**config.mk**
```make
export PLATFORM = sky130hd
export DESIGN_NAME = hwloop_ctrl
export DESIGN_NICKNAME = d
export VERILOG_FILES = /design/src/rtl/hwloop_pkg.sv /design/src/rtl/hwloop_len_chk.sv /design/src/rtl/hwloop_seq.sv /design/src/rtl/hwloop_guard.sv /design/src/rtl/hwloop_ctrl.sv
export SDC_FILE = /design/constraint.sdc
export NUM_CORES = 1
export LEC_CHECK = 0
export BUFFER_PORTS_ARGS = -buffer_cell sky130_fd_sc_hd__buf_2
export CAP_MARGIN = 0
export CORE_MARGIN = 10
export CORE_UTILIZATION = 60
export DETAILED_ROUTE_END_ITERATION = 8
export HOLD_SLACK_MARGIN = 0.06
export PLACE_DENSITY = 0.95
export SYNTH_ARGS = -nofsm -noshare
export SYNTH_HDL_FRONTEND = slang
export SYNTH_HIERARCHICAL = 1
export SYNTH_SLANG_ARGS = --single-unit
```
**constraint.sdc**
```tcl
create_clock -name clk_i -period 6.9 [get_ports clk_i]
set_clock_uncertainty 0.2 [all_clocks]
set_input_delay 0.345 -clock clk_i [delete_from_list [all_inputs] [get_ports clk_i]]
set_output_delay 0.345 -clock clk_i [all_outputs]
set_load 0.03 [all_outputs]
```
**src/rtl/hwloop_pkg.sv**
```systemverilog
package hwloop_pkg;
  typedef enum logic {
    LOOP_IDLE = 1'b0,
    LOOP_RUN  = 1'b1
  } loop_state_e;
endpackage

```
**src/rtl/hwloop_len_chk.sv**
```systemverilog
module hwloop_len_chk #(
  parameter int unsigned PC_W       = 16,
  parameter int unsigned MAX_KERNEL = 16
) (
  input  logic [PC_W-1:0] start_i,
  input  logic [PC_W-1:0] end_i,
  output logic            len_ok_o
);
  logic [PC_W-1:0] span;
  always_comb begin
    span     = end_i - start_i;
    len_ok_o = (end_i >= start_i) && (32'(span) < MAX_KERNEL);
  end
endmodule

```
**src/rtl/hwloop_seq.sv**
```systemverilog
module hwloop_seq
  import hwloop_pkg::*;
#(
  parameter int unsigned PC_W  = 16,
  parameter int unsigned CNT_W = 16
) (
  input  logic             clk_i,
  input  logic             rst_ni,
  input  logic             setup_go_i,
  input  logic [CNT_W-1:0] setup_count_i,
  input  logic [PC_W-1:0]  setup_start_i,
  input  logic [PC_W-1:0]  setup_end_i,
  input  logic             fetch_valid_i,
  input  logic [PC_W-1:0]  fetch_pc_i,
  output logic             active_o,
  output logic             active_d_o,
  output logic             in_kernel_o,
  output logic [CNT_W-1:0] count_o,
  output logic             redirect_o,
  output logic [PC_W-1:0]  redirect_pc_o
);
  loop_state_e      state_q, state_d;
  logic [CNT_W-1:0] cnt_q, cnt_d;
  logic [PC_W-1:0]  start_q, end_q;
  logic             at_end, load;

  assign at_end = (state_q == LOOP_RUN) && fetch_valid_i && (fetch_pc_i == end_q);
  assign load   = (state_q == LOOP_IDLE) && setup_go_i && (setup_count_i != '0);

  always_comb begin
    state_d       = state_q;
    cnt_d         = cnt_q;
    redirect_o    = 1'b0;
    redirect_pc_o = '0;
    if (state_q == LOOP_RUN) begin
      if (at_end) begin
        redirect_o = 1'b1;
        if (cnt_q > CNT_W'(1)) begin
          redirect_pc_o = start_q;
          cnt_d         = cnt_q - CNT_W'(1);
        end else begin
          redirect_pc_o = end_q + PC_W'(1);
          cnt_d         = '0;
          state_d       = LOOP_IDLE;
        end
      end
    end else if (setup_go_i) begin
      if (setup_count_i == '0) begin
        // zero count: skip the kernel
        redirect_o    = 1'b1;
        redirect_pc_o = setup_end_i + PC_W'(1);
      end else begin
        state_d = LOOP_RUN;
        cnt_d   = setup_count_i;
      end
    end
  end

  always_ff @(posedge clk_i or negedge rst_ni) begin
    if (!rst_ni) begin
      state_q <= LOOP_IDLE;
      cnt_q   <= '0;
      start_q <= '0;
      end_q   <= '0;
    end else begin
      state_q <= state_d;
      cnt_q   <= cnt_d;
      if (load) begin
        start_q <= setup_start_i;
        end_q   <= setup_end_i;
      end
    end
  end

  assign active_o    = (state_q == LOOP_RUN);
  assign active_d_o  = (state_d == LOOP_RUN);
  assign in_kernel_o = (fetch_pc_i >= start_q) && (fetch_pc_i <= end_q);
  assign count_o     = cnt_q;

  AST_RUN_CNT_NZ: assert property (@(posedge clk_i) disable iff (!rst_ni)
    active_o |-> (cnt_q != '0));
  AST_REDIR_SRC: assert property (@(posedge clk_i) disable iff (!rst_ni)
    redirect_o |-> (at_end || (setup_go_i && !active_o)));
  AST_CNT_DEC: assert property (@(posedge clk_i) disable iff (!rst_ni)
    (at_end && cnt_q > CNT_W'(1)) |=> (cnt_q == $past(cnt_q) - CNT_W'(1)) && active_o);
  AST_LAST_EXIT: assert property (@(posedge clk_i) disable iff (!rst_ni)
    (at_end && cnt_q == CNT_W'(1)) |=> !active_o && (cnt_q == '0));
  AST_ADDR_HOLD: assert property (@(posedge clk_i) disable iff (!rst_ni)
    active_o |=> $stable(start_q) && $stable(end_q));
endmodule

```
**src/rtl/hwloop_guard.sv**
```systemverilog
module hwloop_guard #(
  parameter int unsigned PC_W = 16
) (
  input  logic clk_i,
  input  logic rst_ni,
  input  logic active_i,
  input  logic active_d_i,
  input  logic in_kernel_i,
  input  logic fetch_valid_i,
  input  logic fetch_is_branch_i,
  input  logic setup_valid_i,
  input  logic len_ok_i,
  output logic irq_mask_o,
  output logic branch_err_o,
  output logic nest_err_o,
  output logic length_err_o
);
  logic mask_q, br_q, nest_q, len_q;

  always_ff @(posedge clk_i or negedge rst_ni) begin
    if (!rst_ni) begin
      mask_q <= 1'b0;
      br_q   <= 1'b0;
      nest_q <= 1'b0;
      len_q  <= 1'b0;
    end else begin
      // held one extra cycle past loop exit
      mask_q <= active_d_i | active_i;
      br_q   <= active_i & fetch_valid_i & fetch_is_branch_i & in_kernel_i;
      nest_q <= active_i & setup_valid_i;
      len_q  <= ~active_i & setup_valid_i & ~len_ok_i;
    end
  end

  assign irq_mask_o   = mask_q;
  assign branch_err_o = br_q;
  assign nest_err_o   = nest_q;
  assign length_err_o = len_q;

  AST_MASK_COVERS: assert property (@(posedge clk_i) disable iff (!rst_ni)
    active_i |-> irq_mask_o);
  AST_MASK_TAIL: assert property (@(posedge clk_i) disable iff (!rst_ni)
    $fell(active_i) |-> irq_mask_o);
  AST_BR_ONLY_ACTIVE: assert property (@(posedge clk_i) disable iff (!rst_ni)
    !active_i |=> !branch_err_o);
  AST_NEST_ONLY_ACTIVE: assert property (@(posedge clk_i) disable iff (!rst_ni)
    !active_i |=> !nest_err_o);
endmodule

```
**src/rtl/hwloop_ctrl.sv**
```systemverilog
module hwloop_ctrl #(
  parameter int unsigned PC_W       = 16,
  parameter int unsigned CNT_W      = 16,
  parameter int unsigned MAX_KERNEL = 16
) (
  input  logic             clk_i,
  input  logic             rst_ni,
  input  logic             setup_valid_i,
  input  logic [CNT_W-1:0] setup_count_i,
  input  logic [PC_W-1:0]  setup_start_i,
  input  logic [PC_W-1:0]  setup_end_i,
  input  logic             fetch_valid_i,
  input  logic [PC_W-1:0]  fetch_pc_i,
  input  logic             fetch_is_branch_i,
  output logic             redirect_o,
  output logic [PC_W-1:0]  redirect_pc_o,
  output logic             loop_active_o,
  output logic [CNT_W-1:0] count_o,
  output logic             irq_mask_o,
  output logic             branch_err_o,
  output logic             nest_err_o,
  output logic             length_err_o
);
  logic len_ok, setup_go, active, active_d, in_kernel;

  hwloop_len_chk #(.PC_W(PC_W), .MAX_KERNEL(MAX_KERNEL)) u_len (
    .start_i  (setup_start_i),
    .end_i    (setup_end_i),
    .len_ok_o (len_ok)
  );

  assign setup_go = setup_valid_i & ~active & len_ok;

  hwloop_seq #(.PC_W(PC_W), .CNT_W(CNT_W)) u_seq (
    .clk_i         (clk_i),
    .rst_ni        (rst_ni),
    .setup_go_i    (setup_go),
    .setup_count_i (setup_count_i),
    .setup_start_i (setup_start_i),
    .setup_end_i   (setup_end_i),
    .fetch_valid_i (fetch_valid_i),
    .fetch_pc_i    (fetch_pc_i),
    .active_o      (active),
    .active_d_o    (active_d),
    .in_kernel_o   (in_kernel),
    .count_o       (count_o),
    .redirect_o    (redirect_o),
    .redirect_pc_o (redirect_pc_o)
  );

  hwloop_guard #(.PC_W(PC_W)) u_guard (
    .clk_i             (clk_i),
    .rst_ni            (rst_ni),
    .active_i          (active),
    .active_d_i        (active_d),
    .in_kernel_i       (in_kernel),
    .fetch_valid_i     (fetch_valid_i),
    .fetch_is_branch_i (fetch_is_branch_i),
    .setup_valid_i     (setup_valid_i),
    .len_ok_i          (len_ok),
    .irq_mask_o        (irq_mask_o),
    .branch_err_o      (branch_err_o),
    .nest_err_o        (nest_err_o),
    .length_err_o      (length_err_o)
  );

  assign loop_active_o = active;

  AST_LEN_NO_REDIR: assert property (@(posedge clk_i) disable iff (!rst_ni)
    (setup_valid_i && !len_ok && !active) |-> !redirect_o);
  AST_LEN_NO_START: assert property (@(posedge clk_i) disable iff (!rst_ni)
    (setup_valid_i && !len_ok && !active) |=> !loop_active_o);
  AST_NEST_IGNORED: assert property (@(posedge clk_i) disable iff (!rst_ni)
    (active && setup_valid_i && !redirect_o) |=> $stable(count_o));
endmodule

```
==> qor.txt <==
Post-Place Setup Slack -> 2.63 ns
HP Class -> in -> reg
Skew-Pair Late Insertion Delay -> 0.32 ns
CTS Root Cell -> clkbuf_8
H-tree levels -> 2
Die H -> 110 um
Hold Crit Start -> setup_start_i[3]
Worst-path cell chain -> dlygate4sd3_1, buf_2, inv_1, ha_1, and3_1, a2111oi_4, o21ai_2, a2111oi_2, nand3_1, nor4b_2, and3b_1, nand2b_1, or2_2, o22ai_1, buf_2
Remaining DRCs -> 0
Post-DP HPWL -> 12.1 mm
Leading cell type in the layout, fill and taps excluded -> buf_2
Die extent in x -> 110 um
Startpoint types -> primary input
Post-route ant nets -> 0
Dominant cells by area after synthesis -> dfrtp_1, ha_1, nand2_1
Initial antenna violation count -> 0
Rows -> 32
Final setup viols -> 0
Slowest CP cell -> dlygate4sd3_1
Yosys top cell area share -> 27.5%
Worst hold endpoint -> u_seq/start_q[3]$_DFFE_PN0P_
NumNets Final -> 822
Clock power share -> 27.8%
Post-synthesis sequential area ratio -> 27.5%
Global placement routability congestion -> 1.04
Max-Slew Margin vs Limit -> 21.9%
Peak VDD IR -> 0.0000885 V
Area grow syn2layout -> 14.6%
Critical path buffers and inverters -> 4
GRT Util Overall -> 24.7%
Switching part of the total power -> 31.6%
Cells after Synth -> 604
Final critical-path share of the clock period -> 68.2%
Placed cell count -> 791
LEAKAGE -> 0.00286 uW
1st-iter DRT viols -> 610
First-pass GRT wire length -> 24.2 mm
Min Clock Period, post-route -> 4.71 ns
Final WS setup -> 2.19 ns
Unrepaired setup endpoints after global routing -> false
Worst path most repeated cell -> buf_2
Port bufs -> 106
Vias in the first global route -> 5103
Max incr delay on CP -> 0.53 ns
Cell family with the largest share of critical-path delay -> simple AND/OR/NAND/NOR gates
Layout Cells excl Fill -> 804
Via count -> 5093
Yosys cell types -> 67
Net Switching -> 209 uW
Fin. max-slew vios -> 0
Synth warnings -> 6
Die ar. -> 12000 um^2
Internal power -> 453 uW
Routed wire length per instance -> 18.9 um
CP Max Fanout -> 17
Worst R2R Setup Slack -> 3.49 ns
Comb power frac -> 24.7%
Async set or reset register ratio after synthesis -> 100%
Via/cell ratio -> 6.33
Slew @ Worst Pin -> 1.17 ns
Routed WL -> 15.2 mm
ANT cells -> 0
Commonest non-fill, non-tap cells in the layout -> buf_2, nand2_1, inv_1, dfrtp_1, o21ai_0
Worst setup EP type -> primary output
FF-to-FF path depth -> 8
Power Dens Cells -> 120 nW/um^2
Util after Layout -> 71.2%
Main synth FF type -> dfrtp_1
RR Startpoint -> u_seq/end_q[11]$_DFFE_PN0P_
Starting Density -> 62.1%
CTS Sinks -> 53
Post-synth net total -> 725
Worst Path Arrival -> 4.16 ns
Setup TNS -> 0 ns
MaxCap Viol Count -> 0
Post-synth EDFFs -> 0
Synthesized flop and latch total -> 53
Layout cells sized above 1 -> 19.2%
TritonCTS clock tree -> yes
Mapped cell area -> 4830 um^2
Largest net degree at the start of global routing -> 67
Reg power frac -> 47.5%
Hold path cells -> 3
DR pass1 iterations -> 8
CTS buffer count -> 5
Final Hold Fails -> 0
Post-synth top area cell -> dfrtp_1
Num ports -> 107
Grt total ovfl -> 0
Core ar. -> 7770 um^2
CTS Buffer Depth -> 2
Worst setup path class -> in -> out
Peak Freq -> 212 MHz
CTS clk-pin slew, worst paths -> 0.09 ns
CP required -> 6.36 ns
Post-CTS resize count -> 0
Run status -> finished, final reports clean
Syn avg cell area -> 7.99 um^2
Worst reg2reg path endpoint -> u_seq/count_o[11]$_DFFE_PN0P_
==> worst max-delay path by stage <==
stage                            startpoint                end  cells past startpoint
after floorplan           setup_start_i[10]  redirect_pc_o[11]                     16
after global placement      setup_end_i[10]  redirect_pc_o[11]                     14
after detailed placement    setup_end_i[10]  redirect_pc_o[11]                     14
after CTS                 setup_start_i[15]  redirect_pc_o[11]                     15
after global routing      setup_start_i[15]  redirect_pc_o[15]                     15
final                     setup_start_i[15]  redirect_pc_o[15]                     15
==> layout make-up <==
| type | instances | area, um^2 |
|---|---|---|
| clock buffer | 6 | 72.6 |
| tap | 102 | 128 |
| fill | 613 | 2240 |
| clock inverter | 2 | 13.8 |
| multi-input combinational | 465 | 3160 |
| sequential | 53 | 1330 |
| inverter | 63 | 236 |
| timing repair buffer | 113 | 596 |
==> power groups by stage <==
stage	logic [uW]	registers, uW	clock network (uW)
6_report	163	314	184
4_1_cts	160	314	186
3_3_place_gp	150	320	0
2_1_floorplan	95.8	321	0
5_1_grt	180	315	200
3_5_place_dp	157	320	0
==> sequential cells by signal (all words and copies together) (netlist names) <==
signal and cells:
u_guard/branch_err_o 1, u_guard/irq_mask_o 1, u_guard/length_err_o 1, u_guard/nest_err_o 1, u_seq/active_o 1, u_seq/count_o 16
u_seq/end_q 16, u_seq/start_q 16
==> cells in the mapped netlist (all sizes together), types with 2 or more instances <==
master and count:
nand2 72, o21ai 70, inv 62, dfrtp 53, ha 52, a21oi 33
nor2 27, nand3 21, xnor2 21, o22ai 18, clkbuf 15, nor4 15
nor3 14, nand4 13, buf 8, xor2 8, a21o 7, mux2i 7
nand2b 7, a22o 5, and2 5, and3 5, o2111ai 5, o211ai 5
o21a 5, a221oi 3, a41oi 3, nor2b 3, nor3b 3, o31ai 3
or2 3, or3 3, or4 3, a2111oi 2, a211oi 2, and3b 2
mux2 2, nand3b 2, o2bb2ai 2, o32ai 2
==> layer usage <==
metal / track usage, % / vias up / part of all wire [%]
met5: 0 / - / 0
li1: - / 2354 / -
met4: 12.5 / 0 / 5.1
met1: 28.5 / 2367 / 38
met3: 5.44 / 57 / 9.6
met2: 42.4 / 315 / 47
==> cells by family after synthesis <==
logic type	after synthesis	synth area share, %
AND/OR/NAND/NOR	202	21.2
AO/OA/AOI/OAI	173	23.1
buffers and inverters	86	7.62
flip-flops	53	27.5
adder cells (fa/ha/maj)	52	13.5
XOR/XNOR	29	5.26
multiplexers	9	1.92
==> metrics by stage <==
| stage | hold WS (ns) | total power, uW | area, um^2 |
|---|---|---|---|
| after global placement | 0.295 | 471 | 5390 |
| after CTS | 0.0632 | 661 | 5530 |
| after floorplan | -0.151 | 417 | 4830 |
| after detailed placement | 0.309 | 477 | 5390 |
| after global routing | 0.0709 | 694 | 5530 |
| final | 0.0737 | 662 | 5530 |
==> tightest hold or removal path, stage by stage <==
cell and delay, ns:
buf_2 0.09, nand2_1 0.05, o21ai_0 0.07
==> timing repair <==
action | in CTS | in global routing
endpoints found under the hold margin | 57 | 0
hold buffers | 5 | 0
setup buffers | 0 | 0
No activity file was read; power rests on OpenSTA's default activity.
